===== src/rtl/dpd_pkg.sv =====
package dpd_pkg;

  // Decoded destination of one bus cycle.
  typedef enum logic [2:0] {
    TGT_NONE  = 3'd0,
    TGT_ROM   = 3'd1,
    TGT_RAM_D = 3'd2,
    TGT_RAM_P = 3'd3,
    TGT_CMD   = 3'd4
  } dpd_tgt_e;

  // Register offsets inside the register block.
  localparam logic [1:0] OFF_CMD  = 2'd0;
  localparam logic [1:0] OFF_PG0  = 2'd1;
  localparam logic [1:0] OFF_LED  = 2'd3;

endpackage


===== src/rtl/dpd_space_decode.sv =====
module dpd_space_decode
  import dpd_pkg::*;
#(
  parameter int ADDR_W   = 16,
  parameter int LOW_W    = 10,
  parameter logic [15:0] REG_BASE = 16'h4000
) (
  input  logic [ADDR_W-1:0] addr,
  input  logic              rd,
  input  logic              wr,
  input  logic              sel_boot,
  input  logic              sel_data,
  input  logic              sel_prog,
  output dpd_tgt_e          tgt,
  output logic              reg_hit,
  output logic [1:0]        reg_off
);

  localparam int HI_W = ADDR_W - LOW_W;

  logic in_window;
  logic in_ram;

  always_comb begin
    in_window = (addr[ADDR_W-1:LOW_W] == {HI_W{1'b0}});
    in_ram    = addr[ADDR_W-1];
    reg_off   = addr[1:0];
    reg_hit   = sel_data && !sel_boot && !sel_prog &&
                (addr[ADDR_W-1:2] == REG_BASE[ADDR_W-1:2]);
  end

  // Priority: boot space, then program space, then data space.
  always_comb begin
    tgt = TGT_NONE;
    if (sel_boot) begin
      if (rd) tgt = TGT_ROM;
    end else if (sel_prog) begin
      if (rd || wr) tgt = TGT_RAM_P;
    end else if (sel_data) begin
      if (in_ram) begin
        if (rd || wr) tgt = TGT_RAM_D;
      end else if (in_window) begin
        if (rd) tgt = TGT_ROM;
      end else if (reg_hit && reg_off == OFF_CMD && rd) begin
        tgt = TGT_CMD;
      end
    end
  end

endmodule


===== src/rtl/dpd_page_reg.sv =====
module dpd_page_reg #(
  parameter int PAGE_W = 14,
  parameter int DATA_W = 8
) (
  input  logic                clk,
  input  logic                rst,
  input  logic [((PAGE_W+DATA_W-1)/DATA_W)-1:0] ld,
  input  logic [DATA_W-1:0]   din,
  output logic [PAGE_W-1:0]   page
);

  localparam int NSLICE = (PAGE_W + DATA_W - 1) / DATA_W;

  // Each slice takes one byte write; the top slice keeps only its low bits.
  for (genvar g = 0; g < NSLICE; g++) begin : g_slice
    localparam int SW = (g == NSLICE-1) ? (PAGE_W - g*DATA_W) : DATA_W;
    always_ff @(posedge clk) begin
      if (rst) page[g*DATA_W +: SW] <= '0;
      else if (ld[g]) page[g*DATA_W +: SW] <= din[SW-1:0];
    end
  end

  // without a load pulse the page holds.
  p_page_hold_r7: assert property (@(posedge clk) disable iff (rst)
    (ld == '0) |=> $stable(page));

endmodule


===== src/rtl/dsp_page_decoder.sv =====
module dsp_page_decoder
  import dpd_pkg::*;
#(
  parameter int ADDR_W = 16,
  parameter int DATA_W = 8,
  parameter int LOW_W  = 10,
  parameter int PAGE_W = 14,
  parameter logic [15:0] REG_BASE = 16'h4000
) (
  input  logic                      clk,
  input  logic                      rst,
  input  logic [ADDR_W-1:0]         bus_addr,
  input  logic [DATA_W-1:0]         bus_data,
  input  logic                      bus_rd,
  input  logic                      bus_wr,
  input  logic                      sel_boot,
  input  logic                      sel_data,
  input  logic                      sel_prog,
  output logic [PAGE_W+LOW_W-1:0]   rom_addr,
  output logic                      rom_en,
  output logic                      ram_en_d,
  output logic                      ram_en_p,
  output logic                      cmd_rd,
  output logic                      led
);

  localparam int ROM_AW = PAGE_W + LOW_W;
  localparam int NSLICE = (PAGE_W + DATA_W - 1) / DATA_W;

  dpd_tgt_e           tgt;
  logic               reg_hit;
  logic [1:0]         reg_off;
  logic               wr_q;
  logic               wr_rise;
  logic [NSLICE-1:0]  pg_ld;
  logic [PAGE_W-1:0]  page;

  dpd_space_decode #(
    .ADDR_W   (ADDR_W),
    .LOW_W    (LOW_W),
    .REG_BASE (REG_BASE)
  ) u_dec (
    .addr     (bus_addr),
    .rd       (bus_rd),
    .wr       (bus_wr),
    .sel_boot (sel_boot),
    .sel_data (sel_data),
    .sel_prog (sel_prog),
    .tgt      (tgt),
    .reg_hit  (reg_hit),
    .reg_off  (reg_off)
  );

  assign wr_rise = bus_wr && !wr_q;

  always_comb begin
    for (int i = 0; i < NSLICE; i++)
      pg_ld[i] = wr_rise && reg_hit && (reg_off == OFF_PG0 + 2'(i));
  end

  dpd_page_reg #(
    .PAGE_W (PAGE_W),
    .DATA_W (DATA_W)
  ) u_page (
    .clk  (clk),
    .rst  (rst),
    .ld   (pg_ld),
    .din  (bus_data),
    .page (page)
  );

  always_ff @(posedge clk) begin
    if (rst) begin
      wr_q     <= 1'b0;
      rom_en   <= 1'b0;
      ram_en_d <= 1'b0;
      ram_en_p <= 1'b0;
      cmd_rd   <= 1'b0;
      led      <= 1'b0;
      rom_addr <= '0;
    end else begin
      wr_q     <= bus_wr;
      rom_en   <= (tgt == TGT_ROM);
      ram_en_d <= (tgt == TGT_RAM_D);
      ram_en_p <= (tgt == TGT_RAM_P);
      cmd_rd   <= (tgt == TGT_CMD);
      rom_addr <= ROM_AW'({page, bus_addr[LOW_W-1:0]});
      if (wr_rise && reg_hit && reg_off == OFF_LED) led <= bus_data[0];
    end
  end

  // a single target per cycle.
  p_one_target_r9: assert property (@(posedge clk) disable iff (rst)
    $onehot0({rom_en, ram_en_d, ram_en_p, cmd_rd}));

  // the ROM is only ever read.
  p_rom_on_read_r2: assert property (@(posedge clk) disable iff (rst)
    rom_en |-> $past(bus_rd));

  // program bank follows the program select.
  p_ram_p_sel_r4: assert property (@(posedge clk) disable iff (rst)
    ram_en_p |-> $past(sel_prog));

  // command strobe only on a data-space read.
  p_cmd_read_r5: assert property (@(posedge clk) disable iff (rst)
    cmd_rd |-> $past(bus_rd && sel_data));

  // LED moves only after a write.
  p_led_on_write_r8: assert property (@(posedge clk) disable iff (rst)
    !$stable(led) |-> $past(bus_wr));

endmodule


===== config.mk =====
export PLATFORM = sky130hd
export DESIGN_NAME = dsp_page_decoder
export DESIGN_NICKNAME = d
export VERILOG_FILES = /design/src/rtl/dpd_pkg.sv /design/src/rtl/dpd_space_decode.sv /design/src/rtl/dpd_page_reg.sv /design/src/rtl/dsp_page_decoder.sv
export SDC_FILE = /design/constraint.sdc
export NUM_CORES = 1
export LEC_CHECK = 0
export CAP_MARGIN = 20
export CORE_MARGIN = 2
export CORE_UTILIZATION = 40
export CTS_CLUSTER_SIZE = 10
export DETAILED_ROUTE_END_ITERATION = 6
export GPL_ROUTABILITY_DRIVEN = 1
export PLACE_DENSITY = 0.81
export SLEW_MARGIN = 0
export SYNTH_ARGS = -nofsm -noshare
export SYNTH_HDL_FRONTEND = slang
export SYNTH_SLANG_ARGS = --single-unit

===== constraint.sdc =====
create_clock -name clk -period 3.1 [get_ports clk]
set_input_delay 0.62 -clock clk [delete_from_list [all_inputs] [get_ports clk]]
set_output_delay 0.62 -clock clk [all_outputs]
set_load 0.005 [all_outputs]

; Word level (Yosys, flattened, before mapping)
; Cells that the tools add are included.
[op_classes]
n_eq_ne = 8
muxes = 9
n_reduce_logical = 16
[op_table]
columns = cell, count
row1 = $mux W3, 6
row2 = $eq A14 B13 Y1 const B, 1
row3 = $logic_and A1 B1 Y1, 10
row4 = $eq A3 B2 Y1 const B, 2
row5 = $logic_not A6 Y1, 1
row6 = $eq A2 B2 Y1 const B, 2
row7 = $mux W2, 2
row8 = $eq A3 B1 Y1 const B, 1
row9 = $eq A3 B3 Y1 const B, 1
row10 = $logic_not A1 Y1, 3
row11 = $eq A2 B1 Y1 const B, 1
row12 = $logic_not A2 Y1, 1
row13 = $logic_or A1 B1 Y1, 1
row14 = $mux W1, 1
[totals]
ff_bits = 44
input_bits = 31
output_inout_bits = 29
elab_cells = 42

; Longest topological paths before layout
[logic_depth]
ltp_word = 13
mapped_depth = 6
ltp_nobuf = 4

; Hierarchy
; A second synthesis with hierarchy kept.
[unflattened]
cells_unflattened = 135
hier_area_um2 = 1525.2
[by_module_without_submodules]
columns = mod, instances, cells_per_inst, area_each_um2, seq_area_each_um2
row1 = dsp_page_decoder, 1, 71, 880.8, 600.6
row2 = dpd_page_reg, 1, 45, 496.7, 280.3
row3 = dpd_space_decode, 1, 19, 147.6, 0.0

; Least setup slack after synthesis
; OpenSTA, ideal clock, no wires.
[synth_timing]
kind = input port to flip-flop
start = input port bus_addr[15]
end = register u_page.page[0]
setup_time_ns = 0.119
arrival_time_ns = 2.535
required_time_ns = 2.981
path_slack_ns = 0.446
cell_stages = 6
n_path_buf = 2
cell_sequence = or4b_1 or4_1 buf_2 or4_4 buf_6 mux2i_1
[synth_via]
elab_chain_len = 4
[synth_rtl]
columns = element, line_no
row1 = from (decl), dsp_page_decoder.sv:12  ; input logic [ADDR_W-1:0] bus_addr,
row2 = $eq A14 B13 Y1, dpd_space_decode.sv:29  ; (addr[ADDR_W-1:2] == REG_BASE[ADDR_W-1:2]);
row3 = $logic_and A1 B1 Y1, dpd_space_decode.sv:28  ; reg_hit = sel_data && !sel_boot && !sel_prog &&
row4 = $logic_and A1 B1 Y1 (2 in series), dsp_page_decoder.sv:58  ; pg_ld[i] = wr_rise && reg_hit && (reg_off == OFF_PG0 + 2'(i));
row5 = "to (signal, indexed assignment)", dpd_page_reg.sv:19  ; else if (ld[g]) page[g*DATA_W +: SW] <= din[SW-1:0];
row6 = to (decl), dpd_page_reg.sv:9  ; output logic [PAGE_W-1:0] page
; Every way passes these cells.
; A chain may end at the register's enable or synchronous reset.

; Final worst setup path
[layout_timing]
start = input port bus_addr[15]
end = register u_page.page[6]
; Same word-level chain as after synthesis.

==> impl_metrics.ini <==
[timing]
fin_setup_tns_ns = 0
hold_viol_final = 0
tightest_slew_ns = 0.5827
fin_skew_ns = 0.003895
min_period_over_period_pct = 91.52
timing.fmax_ghz = 0.3525
slew_headroom_pct = 61.11
finalCriticalPeriod_ns = 2.837
holdWs_ns = 0.4325
report.final.slew_viol_count = 0
rsz0062_at_grt = no
setup_viol = 0

[place]
dpl_cell_area_um2 = 2146
gp_congestion = 0.7674
io_buffers = 59
dp.final_hpwl_um = 2206

[synthesis]
synth_cell_type_count = 26
syn_area_per_cell_um2 = 10.48
synth_top_area_share_pct = 59.61
ys_seq_elements = 44
synth_area_leaders = dfxtp_1 60%, mux2i_1 8.8%, nor2b_1 6.8%
synth_cells = 141
ys_warn_count = 0
seq_area_frac_synth_pct = 59.61
synth_top_area_cell = dfxtp_1
synth_area_um2 = 1478
synth_fp_nets = 172

[die]
pin_count = 60
core_um2 = 3606
die_x_um = 64.78
die_area_um2 = 4196
rows = 22
die_h_um = 64.78
start_util_pct = 40.98

[worst_setup_path]
critPathKind = in -> reg
end_kind = register
cp_max_fo = 4
worstRegToRegCells = 4
required_ns = 3.27
reg2reg_to = u_page.page[6]
r2r-start = wr_q
arrival_ns = 3.01
rrSetupSlack_ns = 1.74
cp-start-kind = input port

[cts]
cts_tree = yes
cts_hold_buf = 0
clk_latency_ns = 0.29
root_buffer = clkbuf_8
cts_setup_buffers = 0
cts.sinks = 44
path_clk_slew_ns = 0.07
cts_buffer_depth = 2
cts_resized = 0
cts_htree_levels = 2
cts_made_buffers = 5

[route]
dr_total_vias = 1121
drt_wl_total_um = 2973
wl_per_cell_um = 11.61
ant_nets = 0
drc_errors = 0
drtPass1Iterations = 4
viasPerCell = 4.379
drt_iter0_markers = 39

[pwr]
p_int_mw = 0.7864
ir_drop_mv = 0.2362
power.total_mw = 0.9962
powerDensity_nw_per_um2 = 448.1
p_comb_share_pct = 9.3
p_leak_nw = 0.9641
power_frac_seq_pct = 57.9
clkPwrFrac_pct = 32.8
switching_share_pct = 21.06
power.switching_mw = 0.2098

[final_layout]
insertedDiodeCount = 0
final_util_pct = 61.66
areaGrowthSynthToFinish_pct = 50.47
drive_above_1_share_pct = 7.692
postLayoutCellArea_um2 = 2223
mostFrequentLayoutCell = clkdlybuf4s50_1
final_cell_mix = 59 x clkdlybuf4s50_1, 44 x dfxtp_1, 23 x nand2_1
fin_nets = 239

[min_path]
holdPathEnd = rom_addr[23]
hp-class = reg -> reg
hold_depth = 2
worstHoldStart = u_page.page[13]

[global_route]
grt_overflow_total = 0
grt_start_max_net_pins = 21
grt_pass1_vias = 1045
grt_use_total_pct = 15.44
grt_antenna_before_repair = 0
grt_pass1_wl_um = 4830

[run_status]
status = finished clean

[flow_run]
drv_cap = 0
[cells by family after synthesis]
| family | count (synthesis) | share of synthesized area (%) |
|---|---|---|
| and+or+nand+nor | 58 | 22.69 |
| AOI/OAI and AO/OA | 5 | 1.948 |
| buffers and inverters | 19 | 5.419 |
| DFF | 44 | 59.61 |
| muxes | 15 | 10.33 |
[through the flow]
step           worst slack, ns  std cells
6_report                0.2628        256
5_1_grt                 0.1908        256
4_1_cts                 0.2575        256
3_5_place_dp          -0.02283        249
3_3_place_gp           0.07601        249
2_1_floorplan           0.4461        141
[metal layers]
| metal | GRT usage, % | wire [um] | vias to the layer above |
|---|---|---|---|
| li1 | - | - | 593 |
| met2 | 25.77 | 1505 | 26 |
| met5 | 0 | 0 | - |
| met4 | 6.383 | 53 | 0 |
| met3 | 4.688 | 117 | 5 |
| met1 | 18.38 | 1297 | 497 |
[state kept, by name, indices dropped and copies added (netlist names)]
register and count:
cmd_rd 1, ram_en_p 1, rom_en 1, wr_q 1, u_page.page 14, led 1, ram_en_d 1, rom_addr 24
[critical path: stages]
cell             delay, ns
clkdlybuf4s50_1       0.41
or4b_1                0.56
or4_1                 0.59
nor4_2                0.34
buf_4                 0.18
mux2_1                0.32
[cell usage after synthesis, drive strengths merged]
master	n
a31oi	1
inv	14
nand2	23
and2	1
a21oi	1
nor4b	2
clkbuf	3
nor2	2
or3	1
o31ai	1
or4	2
nor4	6
or2	1
nor2b	16
buf	2
or4b	1
o21ai	2
nor3	1
dfxtp	44
mux2i	13
nand2b	2
mux2	2
[power by group through the flow]
stage | Clock, mW | Combinational [mW] | Sequential (mW)
after floorplan | 0 | 0.0242 | 0.591
after global routing | 0.368 | 0.100 | 0.577
after global placement | 0 | 0.0917 | 0.589
after CTS | 0.336 | 0.0938 | 0.576
after detailed placement | 0 | 0.0926 | 0.590
final | 0.327 | 0.0931 | 0.576
[how the worst max path moves through the flow]
| stage | from | end | cells after the start |
|---|---|---|---|
| floorplan | bus_addr[15] | u_page.page[0] | 6 |
| global placement | bus_addr[15] | u_page.page[8] | 7 |
| detailed placement | bus_addr[15] | u_page.page[6] | 6 |
| CTS | bus_addr[15] | u_page.page[6] | 6 |
| global route | sel_data | u_page.page[12] | 7 |
| finish | bus_addr[15] | u_page.page[6] | 6 |
[area by class of cell]
type,instances,area [um2]
clock buffers,6,72.57
clock inverters,1,5.005
fillers,306,1383
inverters,14,52.55
multi-input cells,78,516.7
flip-flops and latches,44,880.8
well taps,48,60.06
repair buffers,65,635.6
No activity file was read; power rests on OpenSTA's default activity.
